File: src/rtl/wave_pkg.sv
package wave_pkg;
  typedef enum logic [1:0] {
    RM_COUNTED = 2'd0,
    RM_STREAM  = 2'd1,
    RM_REPLAY  = 2'd2,
    RM_RSVD    = 2'd3
  } run_mode_e;

  typedef enum logic [1:0] {
    ST_IDLE,
    ST_LOAD,
    ST_RUN,
    ST_DONE
  } seq_state_e;
endpackage

File: src/rtl/wave_fifo.sv
module wave_fifo #(
  parameter int DATA_W = 16,
  parameter int DEPTH  = 16,
  localparam int AW    = $clog2(DEPTH),
  localparam int LW    = $clog2(DEPTH + 1)
) (
  input  logic              clk_i,
  input  logic              rst_ni,
  input  logic              push_i,
  input  logic [DATA_W-1:0] wdata_i,
  input  logic              pop_i,
  input  logic              flush_i,
  input  logic              lock_i,
  input  logic [AW-1:0]     raddr_i,
  output logic [DATA_W-1:0] rdata_o,
  output logic [AW-1:0]     head_o,
  output logic [LW-1:0]     level_o,
  output logic              full_o,
  output logic              empty_o
);
  logic [DATA_W-1:0] mem_q [DEPTH];
  logic [AW-1:0]     wr_ptr_q, rd_ptr_q;
  logic [LW-1:0]     level_q;

  function automatic logic [AW-1:0] ptr_inc(input logic [AW-1:0] p);
    return (p == AW'(DEPTH - 1)) ? '0 : p + 1'b1;
  endfunction

  always_ff @(posedge clk_i) begin
    if (push_i && !flush_i) mem_q[wr_ptr_q] <= wdata_i;
  end

  always_ff @(posedge clk_i or negedge rst_ni) begin
    if (!rst_ni) begin
      wr_ptr_q <= '0;
      rd_ptr_q <= '0;
      level_q  <= '0;
    end else if (flush_i) begin
      wr_ptr_q <= '0;
      rd_ptr_q <= '0;
      level_q  <= '0;
    end else begin
      if (push_i) wr_ptr_q <= ptr_inc(wr_ptr_q);
      if (pop_i)  rd_ptr_q <= ptr_inc(rd_ptr_q);
      case ({push_i, pop_i})
        2'b10:   level_q <= level_q + 1'b1;
        2'b01:   level_q <= level_q - 1'b1;
        default: level_q <= level_q;
      endcase
    end
  end

  assign rdata_o = mem_q[raddr_i];
  assign head_o  = rd_ptr_q;
  assign level_o = level_q;
  assign full_o  = (level_q == LW'(DEPTH));
  assign empty_o = (level_q == '0);

  p_no_overflow_r3: assert property (@(posedge clk_i) disable iff (!rst_ni)
    push_i |-> (!full_o || pop_i));
  p_no_underflow_r6: assert property (@(posedge clk_i) disable iff (!rst_ni)
    pop_i |-> !empty_o);
  p_locked_no_push_r8: assert property (@(posedge clk_i) disable iff (!rst_ni)
    lock_i |-> !push_i);
endmodule

File: src/rtl/wave_ctrl.sv
module wave_ctrl
  import wave_pkg::*;
#(
  parameter int DEPTH = 16,
  parameter int CNT_W = 16,
  localparam int AW   = $clog2(DEPTH),
  localparam int LW   = $clog2(DEPTH + 1)
) (
  input  logic             clk_i,
  input  logic             rst_ni,
  input  logic             buf_en_i,
  input  logic             start_i,
  input  logic             stop_i,
  input  logic             tick_i,
  input  logic [1:0]       mode_i,
  input  logic [CNT_W-1:0] count_i,
  input  logic             push_i,
  input  logic [LW-1:0]    level_i,
  input  logic             empty_i,
  input  logic [AW-1:0]    head_i,
  output logic             emit_o,
  output logic             pop_o,
  output logic             flush_o,
  output logic             lock_o,
  output logic [AW-1:0]    raddr_o,
  output logic             busy_o,
  output logic             done_o,
  output logic             underrun_o,
  output logic             cfg_err_o
);
  seq_state_e       state_q;
  run_mode_e        mode_q, mode_in;
  logic [CNT_W-1:0] len_q, rem_q;
  logic [AW-1:0]    base_q, idx_q;
  logic             underrun_q, cfg_err_q;
  logic             running, replay_run, start_go, cfg_bad;
  logic [AW:0]      addr_sum;

  assign mode_in    = run_mode_e'(mode_i);
  assign running    = (state_q == ST_RUN);
  assign replay_run = running && (mode_q == RM_REPLAY);
  assign start_go   = start_i && buf_en_i && !running && !stop_i;

  always_comb begin
    unique case (mode_in)
      RM_COUNTED: cfg_bad = (count_i == '0);
      RM_STREAM:  cfg_bad = 1'b0;
      RM_REPLAY:  cfg_bad = (count_i == '0) || (count_i > CNT_W'(DEPTH))
                            || (count_i > CNT_W'(level_i));
      default:    cfg_bad = 1'b1;
    endcase
  end

  // replay address wraps modulo DEPTH
  assign addr_sum = {1'b0, base_q} + {1'b0, idx_q};
  always_comb begin
    if (addr_sum >= (AW+1)'(DEPTH)) raddr_o = AW'(addr_sum - (AW+1)'(DEPTH));
    else                            raddr_o = addr_sum[AW-1:0];
    if (!replay_run)                raddr_o = head_i;
  end

  assign emit_o  = running && tick_i && !stop_i && (mode_q == RM_REPLAY || !empty_i);
  assign pop_o   = emit_o && (mode_q != RM_REPLAY);
  assign flush_o = stop_i;
  assign lock_o  = replay_run;

  always_ff @(posedge clk_i or negedge rst_ni) begin
    if (!rst_ni) begin
      state_q    <= ST_IDLE;
      mode_q     <= RM_COUNTED;
      len_q      <= '0;
      rem_q      <= '0;
      base_q     <= '0;
      idx_q      <= '0;
      underrun_q <= 1'b0;
      cfg_err_q  <= 1'b0;
    end else if (stop_i) begin
      state_q    <= ST_IDLE;
      underrun_q <= 1'b0;
      cfg_err_q  <= 1'b0;
    end else if (start_go) begin
      underrun_q <= 1'b0;
      if (cfg_bad) begin
        cfg_err_q <= 1'b1;
        state_q   <= ST_IDLE;
      end else begin
        cfg_err_q <= 1'b0;
        state_q   <= ST_RUN;
        mode_q    <= mode_in;
        len_q     <= count_i;
        rem_q     <= count_i;
        base_q    <= head_i;
        idx_q     <= '0;
      end
    end else if (running && tick_i) begin
      if (mode_q == RM_REPLAY) begin
        if (CNT_W'(idx_q) + 1'b1 == len_q) idx_q <= '0;
        else                               idx_q <= idx_q + 1'b1;
      end else if (empty_i) begin
        underrun_q <= 1'b1;
        state_q    <= ST_DONE;
      end else if (mode_q == RM_COUNTED) begin
        rem_q <= rem_q - 1'b1;
        if (rem_q == CNT_W'(1)) state_q <= ST_DONE;
      end
    end else if (push_i && state_q == ST_IDLE) begin
      state_q <= ST_LOAD;
    end
  end

  assign busy_o     = running;
  assign done_o     = (state_q == ST_DONE);
  assign underrun_o = underrun_q;
  assign cfg_err_o  = cfg_err_q;

  p_replay_static_r7: assert property (@(posedge clk_i) disable iff (!rst_ni)
    (replay_run && !stop_i) |=> $stable(level_i));
  p_stop_flush_r10: assert property (@(posedge clk_i) disable iff (!rst_ni)
    stop_i |=> (level_i == '0));
  p_done_not_busy_r4: assert property (@(posedge clk_i) disable iff (!rst_ni)
    !(busy_o && done_o));
endmodule

File: src/rtl/wave_seq.sv
module wave_seq
  import wave_pkg::*;
#(
  parameter int DATA_W = 16,
  parameter int DEPTH  = 16,
  parameter int CNT_W  = 16,
  localparam int AW    = $clog2(DEPTH),
  localparam int LW    = $clog2(DEPTH + 1)
) (
  input  logic              clk_i,
  input  logic              rst_ni,
  input  logic              wr_valid_i,
  input  logic [DATA_W-1:0] wr_data_i,
  output logic              wr_ready_o,
  input  logic              buf_en_i,
  input  logic [1:0]        run_mode_i,
  input  logic [CNT_W-1:0]  count_i,
  input  logic              start_i,
  input  logic              stop_i,
  input  logic              tick_i,
  output logic [DATA_W-1:0] dac_data_o,
  output logic              dac_stb_o,
  output logic              busy_o,
  output logic              done_o,
  output logic              underrun_o,
  output logic              cfg_err_o,
  output logic [LW-1:0]     fifo_level_o
);
  logic              push, pop, flush, lock, emit, full, empty;
  logic [AW-1:0]     raddr, head;
  logic [DATA_W-1:0] rdata, pend_q;
  logic              pend_vld_q, direct_out;

  assign wr_ready_o = buf_en_i ? (!full && !lock) : !pend_vld_q;
  assign push       = buf_en_i && wr_valid_i && wr_ready_o;
  assign direct_out = !buf_en_i && tick_i && pend_vld_q;

  wave_fifo #(.DATA_W(DATA_W), .DEPTH(DEPTH)) u_fifo (
    .clk_i, .rst_ni,
    .push_i (push),  .wdata_i (wr_data_i), .pop_i (pop), .flush_i (flush),
    .lock_i (lock),  .raddr_i (raddr),     .rdata_o (rdata),
    .head_o (head),  .level_o (fifo_level_o), .full_o (full), .empty_o (empty)
  );

  wave_ctrl #(.DEPTH(DEPTH), .CNT_W(CNT_W)) u_ctrl (
    .clk_i, .rst_ni,
    .buf_en_i, .start_i, .stop_i, .tick_i,
    .mode_i (run_mode_i), .count_i,
    .push_i (push), .level_i (fifo_level_o), .empty_i (empty), .head_i (head),
    .emit_o (emit), .pop_o (pop), .flush_o (flush), .lock_o (lock),
    .raddr_o (raddr), .busy_o, .done_o, .underrun_o, .cfg_err_o
  );

  // direct path: one-entry holding register, bypasses the FIFO
  always_ff @(posedge clk_i or negedge rst_ni) begin
    if (!rst_ni) begin
      pend_vld_q <= 1'b0;
      pend_q     <= '0;
    end else if (direct_out) begin
      pend_vld_q <= 1'b0;
    end else if (!buf_en_i && wr_valid_i && wr_ready_o) begin
      pend_vld_q <= 1'b1;
      pend_q     <= wr_data_i;
    end
  end

  always_ff @(posedge clk_i or negedge rst_ni) begin
    if (!rst_ni) begin
      dac_data_o <= '0;
      dac_stb_o  <= 1'b0;
    end else begin
      dac_stb_o <= 1'b0;
      if (direct_out) begin
        dac_data_o <= pend_q;
        dac_stb_o  <= 1'b1;
      end else if (emit) begin
        dac_data_o <= rdata;
        dac_stb_o  <= 1'b1;
      end
    end
  end

  p_stb_after_tick_r11: assert property (@(posedge clk_i) disable iff (!rst_ni)
    dac_stb_o |-> $past(tick_i));
  p_direct_fifo_empty_r2: assert property (@(posedge clk_i) disable iff (!rst_ni)
    (!buf_en_i && $past(!buf_en_i) && $past(fifo_level_o == '0)) |-> (fifo_level_o == '0));
endmodule

File: config.mk
export PLATFORM = sky130hd
export DESIGN_NAME = wave_seq
export DESIGN_NICKNAME = d
export VERILOG_FILES = /design/src/rtl/wave_pkg.sv /design/src/rtl/wave_fifo.sv /design/src/rtl/wave_ctrl.sv /design/src/rtl/wave_seq.sv
export SDC_FILE = /design/constraint.sdc
export NUM_CORES = 1
export LEC_CHECK = 0
export BUFFER_PORTS_ARGS = -buffer_cell sky130_fd_sc_hd__buf_2
export CORE_ASPECT_RATIO = 1.5
export CORE_MARGIN = 3
export CORE_UTILIZATION = 63
export CTS_BUF_LIST = sky130_fd_sc_hd__clkbuf_2
export DETAILED_ROUTE_END_ITERATION = 16
export PLACE_DENSITY = 0.81
export SLEW_MARGIN = 15
export SYNTH_ARGS = -nofsm -noshare
export SYNTH_HDL_FRONTEND = slang
export SYNTH_HIERARCHICAL = 1
export SYNTH_SLANG_ARGS = --single-unit
File: constraint.sdc
create_clock -name clk_i -period 3.2 [get_ports clk_i]
set_input_delay 0.64 -clock clk_i [delete_from_list [all_inputs] [get_ports clk_i]]
set_output_delay 0.64 -clock clk_i [all_outputs]
set_load 0.02 [all_outputs]
==> results.toml, run 1 <==
[die]
die_x_um = 131
start_util_pct = 64.1
dieHeight_um = 194
core_area_sq_um = 23100
rows = 68
io_pins = 68
dieArea_sq_um = 25400

[setup_path]
path_buf_inv = 3
crit_type = "reg2reg"
cp_cell_sequence = "ha_1 > inv_1 > fa_1 > o21ai_4 > buf_4 > clkbuf_16 > mux4_1 > a22oi_1 > nand2_1 > mux2_2 > mux2_2"
cpLargestDelayFamily = "multiplexers"
path_common_cell = "mux2_2"
r2r_slack_ns = 0.03
start_kind = "register"
slowest_stage = "dfrtp_2"
cp_slowest_stage_delay_ns = 0.46
crit_path_end_kind = "register"
cp.required_ns = 3.90
cp.arrival_ns = 3.87
crit_fanout = 17
r2r_start = "u_ctrl/idx_q[0]"
startpoint = "u_ctrl/idx_q[0]"

[grt]
grt_first_pass_wirelength_um = 50800
grt_pass1_vias = 9240
grt_use_total_pct = 26.8
overflow = 0
grt_max_degree = 55
antenna_found_initial = 4

[logic_synthesis]
ys.flop_type = "edfxtp_1"
synth-seq-area-share_pct = 67.8
postSynthAreaPerCell_sq_um = 16.8
async_reset_ff_share_pct = 26.6
ys_types = 66
synthCells = 880
synth_top_area_share_pct = 52.0
synth_nets = 940
yosysTopAreaCell = "edfxtp_1"
yosysWarningCount = 6
synth_area_sq_um = 14800
ys_ff_latch = 349
synth_edf_count = 256
synth_area_leaders = "edfxtp_1, dfrtp_1, mux4_2"

[drt]
met3_length_um = 2350
wl_met2_um = 18100
ant_nets = 0
wl_um = 33400
drt_pre_antenna_iters = 5
vias = 8862
vias_per_cell = 6.13
top_layer_used = "met4"
drtIter0Drc = 668
drc = 0
avgRoutedWirePerCell_um = 23.1
drt-met1-wl_um = 11900

[clocking]
cts_tree = "yes"
worstSkewPairLatency_ns = 0.87
h-tree-depth = 3
cts-root-buf = "clkbuf_2"
cts_inserted_buffers = 78
clkSinkCount = 349
path_clk_slew_ns = 0.11
clockBufferDepth = 3

[sta]
final-setup-viol-count = 0
fin_tns_setup_ns = 0
final.period_utilization_pct = 99.0
finalCriticalPeriod_ns = 3.17
hold_ws_ns = 0.136
skew_ns = 0.0850
fmax_ghz = 0.316
relSlewSlack_pct = 43.2
worstMarginPinSlew_ns = 0.844
hold_viol = 0
slew_viol_final = 0

[placed_design]
postPlaceCellArea_sq_um = 15700
portBuffers = 67
post-dp-hpwl_um = 20300
place.gp.congestion = 0.839

[flow_run]
maxCapViolCount = 0

[worst_hold_path]
hold_class = "in2reg"
hp-start = "start_i"

[power_and_ir_drop]
switching_share_pct = 26.5
ir_worst_vdd_uv = 321
p_leak_nw = 6.22
p_clk_share_pct = 31.2
seqPwrFrac_pct = 56.5
switchingPower_mw = 2.52
power_density_nw_per_um2 = 567
power_mw = 9.53
combinationalPowerShare_pct = 12.3
intPower_mw = 7.01

[finish]
synthToLayoutAreaGrowth_pct = 13.7
drive_above_1_share_pct = 33.5
final_nets = 1120
post-route-util_pct = 72.9
finalInstanceArea_sq_um = 16800

[run_status]
outcome = "finished, final reports clean"
[synth_stat cells, types with 4 or more instances]
cell type	count
o21ai_0	22
nand3b_1	5
xnor2_1	8
buf_2	9
mux2i_1	5
buf_4	7
o211ai_1	5
edfxtp_1	256
buf_6	8
mux2_2	56
nand2b_1	4
ha_1	18
a211oi_1	5
mux4_2	54
or4_1	4
dfrtp_1	93
xor2_1	6
a31oi_1	6
nand3_1	8
nor2b_1	13
and2_1	20
nor4_1	11
nand2_1	49
o22ai_1	10
nor2_1	23
nor3_1	15
mux2_1	9
clkbuf_1	14
a22oi_1	34
mux4_1	10
or3_1	5
inv_1	24
a21oi_1	19
[metal layers]
metal	global-route usage (%)	up-vias
met3	5.86	76
met4	10.6	0
met1	33.9	4464
met5	0	-
met2	45.0	422
li1	-	3900
[registers in the layout, summed over array words and instances (netlist names), 2 cells and up]
signal / cells
dac_data_o: 16
pend_q: 16
u_ctrl/base_q: 4
u_ctrl/idx_q: 4
u_ctrl/len_q: 16
u_ctrl/mode_q: 2
u_ctrl/rem_q: 16
u_ctrl/state_q: 2
u_fifo/head_o: 4
u_fifo/level_o: 5
u_fifo/mem_q: 256
u_fifo/wr_ptr_q: 4
[metrics by stage]
stage                     setup WS [ns]  cells
after floorplan                   0.145    880
after global placement            0.209   1271
after detailed placement          0.113   1271
after CTS                        0.0374   1434
after global routing            -0.0423   1445
final                            0.0308   1445
[timing repair]
action                                 in CTS  in global routing
resized for setup                           0                  3
endpoints found under the hold margin      72                  0
setup endpoints to repair                   0                 13
hold buffers                               17                  0
buffers inserted                            0                  5
[power groups by stage]
stage / logic [mW] / clock network (mW) / registers, mW
finish: 1.17 / 2.97 / 5.38
global route: 1.28 / 3.29 / 5.42
CTS: 1.17 / 3.05 / 5.38
detailed placement: 1.15 / 0 / 5.48
global placement: 1.10 / 0 / 5.46
floorplan: 0.620 / 0 / 5.54
[cells by family after synthesis]
logic type / Yosys count / synth area share (%)
flip-flops: 349 / 67.8
AND/OR/NAND/NOR: 178 / 6.59
multiplexers: 134 / 15.3
AO/OA/AOI/OAI: 121 / 5.49
buffers and inverters: 65 / 2.39
adder cells (fa/ha/maj): 19 / 1.66
XOR/XNOR: 14 / 0.830
[cell type report]
cell class / count / area [sq um]
timing repair buffer: 141 / 1050
antenna: 4 / 10.0
multi-input combinational: 466 / 4440
inverter: 24 / 90.1
clock inverter: 28 / 218
sequential: 349 / 10000
fill: 1407 / 6250
tap: 315 / 394
clock buffer: 118 / 591
[worst paths after layout]
check                                     to  depth (start not counted)
min in group asynchronous         pend_q[10]                          2
min reg2reg                 u_ctrl/len_q[11]                          1
max reg2reg                    dac_data_o[0]                         11
max in group asynchronous      dac_data_o[4]                          3
max                            dac_data_o[0]                         11
min                        u_ctrl/state_q[1]                          3
[layout by cell type, fill, tap and decap left out, types with 13 or more instances in the layout]
cell           instances
and2_1                20
mux2_2                56
buf_4                 50
ha_1                  18
a22oi_1               34
clkinv_1              18
a21oi_1               18
edfxtp_1             256
nor3_1                15
mux4_2                54
dfrtp_1               92
nor2_1                23
clkbuf_2             118
buf_2                 66
inv_1                 24
o21ai_0               19
dlygate4sd3_1         17
nor2b_1               13
nand2_1               48
[tightest hold or removal path, stage by stage]
cell,delay [ns]
buf_2,0.10
a31oi_1,0.08
nor2_1,0.09
Power figures use the tool's default switching activity.
==> run 2: changes to the inputs <==
--- a/config.mk
+++ b/config.mk
@@ -11,6 +11,7 @@
 export CORE_UTILIZATION = 63
 export CTS_BUF_LIST = sky130_fd_sc_hd__clkbuf_2
 export DETAILED_ROUTE_END_ITERATION = 16
+export MAX_ROUTING_LAYER = met4
 export PLACE_DENSITY = 0.81
 export SLEW_MARGIN = 15
 export SYNTH_ARGS = -nofsm -noshare
==> run 2 against run 1 <==
Against the previous run:
- power fell by 0.11%
- global-route usage is 0.82 points higher
- die area stayed put
- sequential power about the same
- sequential share of layout area about the same
- sequential cell count stayed put
- non-clock buffer count did not move
- worst hold slack better by 0.010 ns
- wire length about the same
- clock power hardly changed
- critical endpoint is now dac_data_o[2]
==> results.toml, run 2 (synthesized netlist as in run 1, its figures left out) <==
[run_status]
outcome = "finished, final reports clean"

[finish]
final_nets = 1120
num-fill-cells = 1423
largest_reg_flops = 256
mostFrequentLayoutCells = "edfxtp_1, clkbuf_2, dfrtp_1"
drive_above_1_share_pct = 33.5
multiInputGateArea_sq_um = 4440
seqCellArea_sq_um = 10000
final_common_cell = "edfxtp_1"
regMostFlops = "u_fifo/mem_q"
post-route-util_pct = 72.9
synthToLayoutAreaGrowth_pct = 13.7

[worst_hold_path]
hold_class = "in2reg"

[sta]
finalCriticalPeriod_ns = 3.13
worstMarginPinSlew_ns = 0.829
final-setup-viol-count = 0
final.period_utilization_pct = 97.7
fmax_ghz = 0.320
relSlewSlack_pct = 44.2
fin_tns_setup_ns = 0
hold_viol = 0
skew_ns = 0.0926
slew_viol_final = 0

[power_and_ir_drop]
switching_share_pct = 26.4
ir_worst_vdd_uv = 326
intPower_mw = 7.01
p_leak_nw = 6.22
p_clk_share_pct = 31.2
seqPwrFrac_pct = 56.5
power_mw = 9.52
combinationalPowerShare_pct = 12.3
switchingPower_mw = 2.51
power_density_nw_per_um2 = 566

[drt]
drc = 0
drtIter0Drc = 673
vias = 8835
avgRoutedWirePerCell_um = 23.1
vias_per_cell = 6.12
drt_pre_antenna_iters = 5
ant_nets = 0
wl_um = 33300

[clocking]
clockBufferDepth = 3
h-tree-depth = 3
path_clk_slew_ns = 0.12
cts_inserted_buffers = 78
cts-root-buf = "clkbuf_2"
worstSkewPairLatency_ns = 0.86
clkSinkCount = 349
cts_tree = "yes"

[grt]
met3_usage_pct = 5.61
grt_max_degree = 55
grt_use_total_pct = 27.6
busiest_layer = "met2"
met1_usage_pct = 34.2
grt.met2_usage_pct = 45.1
antenna_found_initial = 3
grt_first_pass_wirelength_um = 50900
grt_pass1_vias = 9233
overflow = 0

[placed_design]
place.gp.congestion = 0.852
post-dp-hpwl_um = 20300
portBuffers = 67

[die]
io_pins = 68
die_x_um = 131
core_area_sq_um = 23100
dieHeight_um = 194
start_util_pct = 64.1
rows = 68
dieArea_sq_um = 25400

[flow_run]
maxCapViolCount = 0

[setup_path]
cp.arrival_ns = 3.86
start_kind = "register"
crit_type = "reg2reg"
cp.required_ns = 3.93
crit_path_end_kind = "register"
crit_fanout = 13
## run 2: changes by cell type in the layout (fill, tap and decap cells not counted), sizes merged
cell   before  now
diode       4    3
## run 2: timing repair
action                     4_1_cts  5_1_grt
resized for setup                0        3
setup endpoints to repair        0       13
hold endpoints to repair        72        0
hold buffers                    17        0
setup buffers                    0        5
## run 2: metrics by stage
stage | hold WS [ns] | instance area [sq um] | worst slack, ns | instances
after floorplan | 0.344 | 14800 | 0.145 | 880
after global placement | 0.472 | 15700 | 0.209 | 1271
after detailed placement | 0.473 | 15700 | 0.113 | 1271
after CTS | 0.0323 | 16700 | 0.0374 | 1434
after global routing | 0.0673 | 16800 | -0.00266 | 1444
final | 0.147 | 16800 | 0.0744 | 1444
## run 2: worst max-delay path, stage by stage (launching register included)
cell and delay (ns):
dfrtp_2 0.46, ha_1 0.21, inv_1 0.07, fa_1 0.45
o21ai_4 0.25, buf_12 0.21, buf_12 0.16, mux4_1 0.29
a22oi_1 0.26, nand2_1 0.09, mux2_2 0.28, mux2_2 0.26
## run 2: power by group through the flow
stage / Clock [mW] / Sequential [mW] / Combinational, mW
final: 2.97 / 5.38 / 1.17
after global placement: 0 / 5.46 / 1.10
after CTS: 3.05 / 5.38 / 1.17
after global routing: 3.29 / 5.42 / 1.28
after detailed placement: 0 / 5.48 / 1.15
after floorplan: 0 / 5.54 / 0.620
## run 2: final timing paths
kind / endpoint / start / depth (start not counted) / slack (ns)
max reg2reg: dac_data_o[2] / u_ctrl/idx_q[0] / 11 / 0.07
min: u_fifo/mem_q[6][14] / wr_data_i[14] / 1 / 0.15
min in group asynchronous: pend_q[10] / rst_ni / 2 / 0.37
max in group asynchronous: dac_data_o[4] / rst_ni / 3 / 1.97
min reg2reg: u_ctrl/len_q[11] / u_ctrl/len_q[11] / 1 / 0.50
max: dac_data_o[2] / u_ctrl/idx_q[0] / 11 / 0.07
## run 2: metal layers
layer / share of wire, % / vias up
met1: 35 / 4453
met5: 0 / -
li1: - / 3899
met4: 2.5 / 0
met3: 7.8 / 61
met2: 55 / 422
## run 2: cell type report
class | count | area share, %
Antenna cell | 3 | 0.0447
Timing Repair Buffer | 141 | 6.22
Clock buffer | 118 | 3.51
Inverter | 24 | 0.536
Clock inverter | 28 | 1.30
Tap cell | 315 | 2.35
Sequential cell | 349 | 59.6
Multi-Input combinational cell | 466 | 26.4
==> run 3: changes to the inputs <==
--- a/config.mk
+++ b/config.mk
@@ -9,7 +9,6 @@
 export CORE_ASPECT_RATIO = 1.5
 export CORE_MARGIN = 3
 export CORE_UTILIZATION = 63
-export CTS_BUF_LIST = sky130_fd_sc_hd__clkbuf_2
 export DETAILED_ROUTE_END_ITERATION = 16
 export MAX_ROUTING_LAYER = met4
 export PLACE_DENSITY = 0.81
==> constraint.sdc (replaced) <==
create_clock -name clk_i -period 3.6 [get_ports clk_i]
set_input_delay 0.72 -clock clk_i [delete_from_list [all_inputs] [get_ports clk_i]]
set_output_delay 0.72 -clock clk_i [all_outputs]
set_load 0.02 [all_outputs]
==> run 3 against run 2 <==
Against the previous run:
- sequential share of layout area is 0.33 points higher
- clock power is 15% higher
- fmax is 1.9% lower
- critical path type unchanged
- clock-buffer cell count is 78 lower
==> results.toml, run 3 (synthesized netlist as in run 1, its figures left out) <==
[setup_path]
cp_cell_sequence = "ha_1 > inv_1 > fa_1 > xor2_1 > o21ai_0 > nor2_1 > buf_4 > a22oi_1 > nand2_1 > mux2_2 > mux2_2"
cp_slowest_stage_delay_ns = 0.44
cp.required_ns = 4.03
slowest_stage = "dfrtp_1"
crit_fanout = 9
crit_path_end_kind = "register"
crit_type = "reg2reg"
start_kind = "register"
cp.arrival_ns = 3.61
path_common_cell = "mux2_2"

[clocking]
path_clk_slew_ns = 0.06
h-tree-depth = 1
cts_tree = "yes"
clockBufferDepth = 3
cts-root-buf = "clkbuf_16"
postCtsSetupRepairBufs = 0
clkSinkCount = 349
worstSkewPairLatency_ns = 0.54
ctsHoldBuffers = 0
cts_resized = 0
cts_inserted_buffers = 30

[finish]
final_common_cell = "edfxtp_1"
regMostFlops = "u_fifo/mem_q"
fin_cells = 1318
mostFrequentLayoutCells = "edfxtp_1, dfrtp_1, buf_2"
synthToLayoutAreaGrowth_pct = 13.1
final_nets = 1038
drive_above_1_share_pct = 28.0
largest_reg_flops = 256
num-fill-cells = 1373
post-route-util_pct = 72.5

[drt]
avgRoutedWirePerCell_um = 24.0
wl_um = 31600
drt_pre_antenna_iters = 5
vias = 8321
drtIter0Drc = 710
ant_nets = 0
drc = 0
vias_per_cell = 6.31

[sta]
skew_ns = 0.00889
hold_viol = 0
final.period_utilization_pct = 88.5
slew_viol_final = 0
worstMarginPinSlew_ns = 0.889
fin_tns_setup_ns = 0
relSlewSlack_pct = 40.2
finalCriticalPeriod_ns = 3.19
final-setup-viol-count = 0
grt_setup_unrepaired = "false"
fmax_ghz = 0.314

[power_and_ir_drop]
power_density_nw_per_um2 = 550
p_leak_nw = 5.99
ir_worst_vdd_uv = 521

[die]
start_util_pct = 64.1
rows = 68
dieArea_sq_um = 25400
dieHeight_um = 194
io_pins = 68
die_x_um = 131
core_area_sq_um = 23100

[grt]
grt_max_degree = 65
antenna_found_initial = 1
grt_pass1_vias = 8640
overflow = 0
grt_use_total_pct = 26.4
grt_first_pass_wirelength_um = 49100

[placed_design]
place.gp.congestion = 0.883
post-dp-hpwl_um = 19400
dp.cells = 1261
portBuffers = 67

[run_status]
outcome = "finished, final reports clean"

[flow_run]
maxCapViolCount = 0

[worst_hold_path]
hold_class = "in2async"
[run 3: cell types whose count changed in the layout (fill, tap and decap cells not counted), moves of 7 or more]
cell / delta
clkbuf_2: -118
clkbuf_16: +30
dlygate4sd3_1: -17
buf_4: -13
clkinv_1: -13
clkbuf_8: +7
[run 3: report_power, final]
group | switching, mW | leakage (nW) | internal, mW
clock network | 1.38 | 0.538 | 2.04
logic | 0.532 | 1.97 | 0.453
registers | 0.211 | 3.47 | 4.59
total | 2.12 | 5.99 | 7.08
[run 3: through the flow]
step	power (mW)	setup WS (ns)	hold slack [ns]	cell area, sq um
2_1_floorplan	5.48	0.545	0.424	14800
3_3_place_gp	5.82	0.443	0.473	15600
3_5_place_dp	5.86	0.391	0.479	15600
4_1_cts	9.25	0.366	0.226	16700
5_1_grt	9.53	0.138	0.245	16700
6_report	9.19	0.413	0.208	16700
[run 3: final timing paths]
kind                                       start                to  slack (ns)  cells after the start
max in group asynchronous                 rst_ni   u_ctrl/idx_q[0]        2.60                      2
worst max register to register   u_ctrl/idx_q[0]     dac_data_o[7]        0.41                     11
min in group clk_i                 run_mode_i[0]  u_ctrl/mode_q[0]        0.42                      2
worst min-delay path                      rst_ni     dac_data_o[3]        0.21                      1
worst min register to register  u_ctrl/len_q[13]  u_ctrl/len_q[13]        0.49                      1
worst max-delay path             u_ctrl/idx_q[0]     dac_data_o[7]        0.41                     11
[run 3: layout make-up]
type                       count  area, sq um  share of cell area [%]
multi-input combinational    466         4440                    26.6
tap                          315          394                    2.36
antenna                        1         2.50                  0.0150
clock inverter                16          178                    1.06
timing repair buffer         107          688                    4.12
clock buffer                  40          901                    5.39
sequential                   349        10000                    59.9
inverter                      24         90.1                   0.539
[run 3: per-layer routing]
layer | wire length [um] | track usage, % | up-vias
li1 | - | - | 3670
met4 | 1270 | 9.34 | 0
met1 | 11600 | 32.7 | 4256
met5 | 0 | - | -
met2 | 17000 | 44.5 | 318
met3 | 1750 | 3.51 | 77
[run 3: critical path: cells and delay by family, from the launching register on]
kind | cells | cell delay [ns]
xor+xnor | 1 | 0.15
compound gates | 2 | 0.63
fa+ha+maj | 2 | 0.57
mux | 2 | 0.52
flops | 1 | 0.44
buf+inv | 2 | 0.34
simple gates | 2 | 0.42
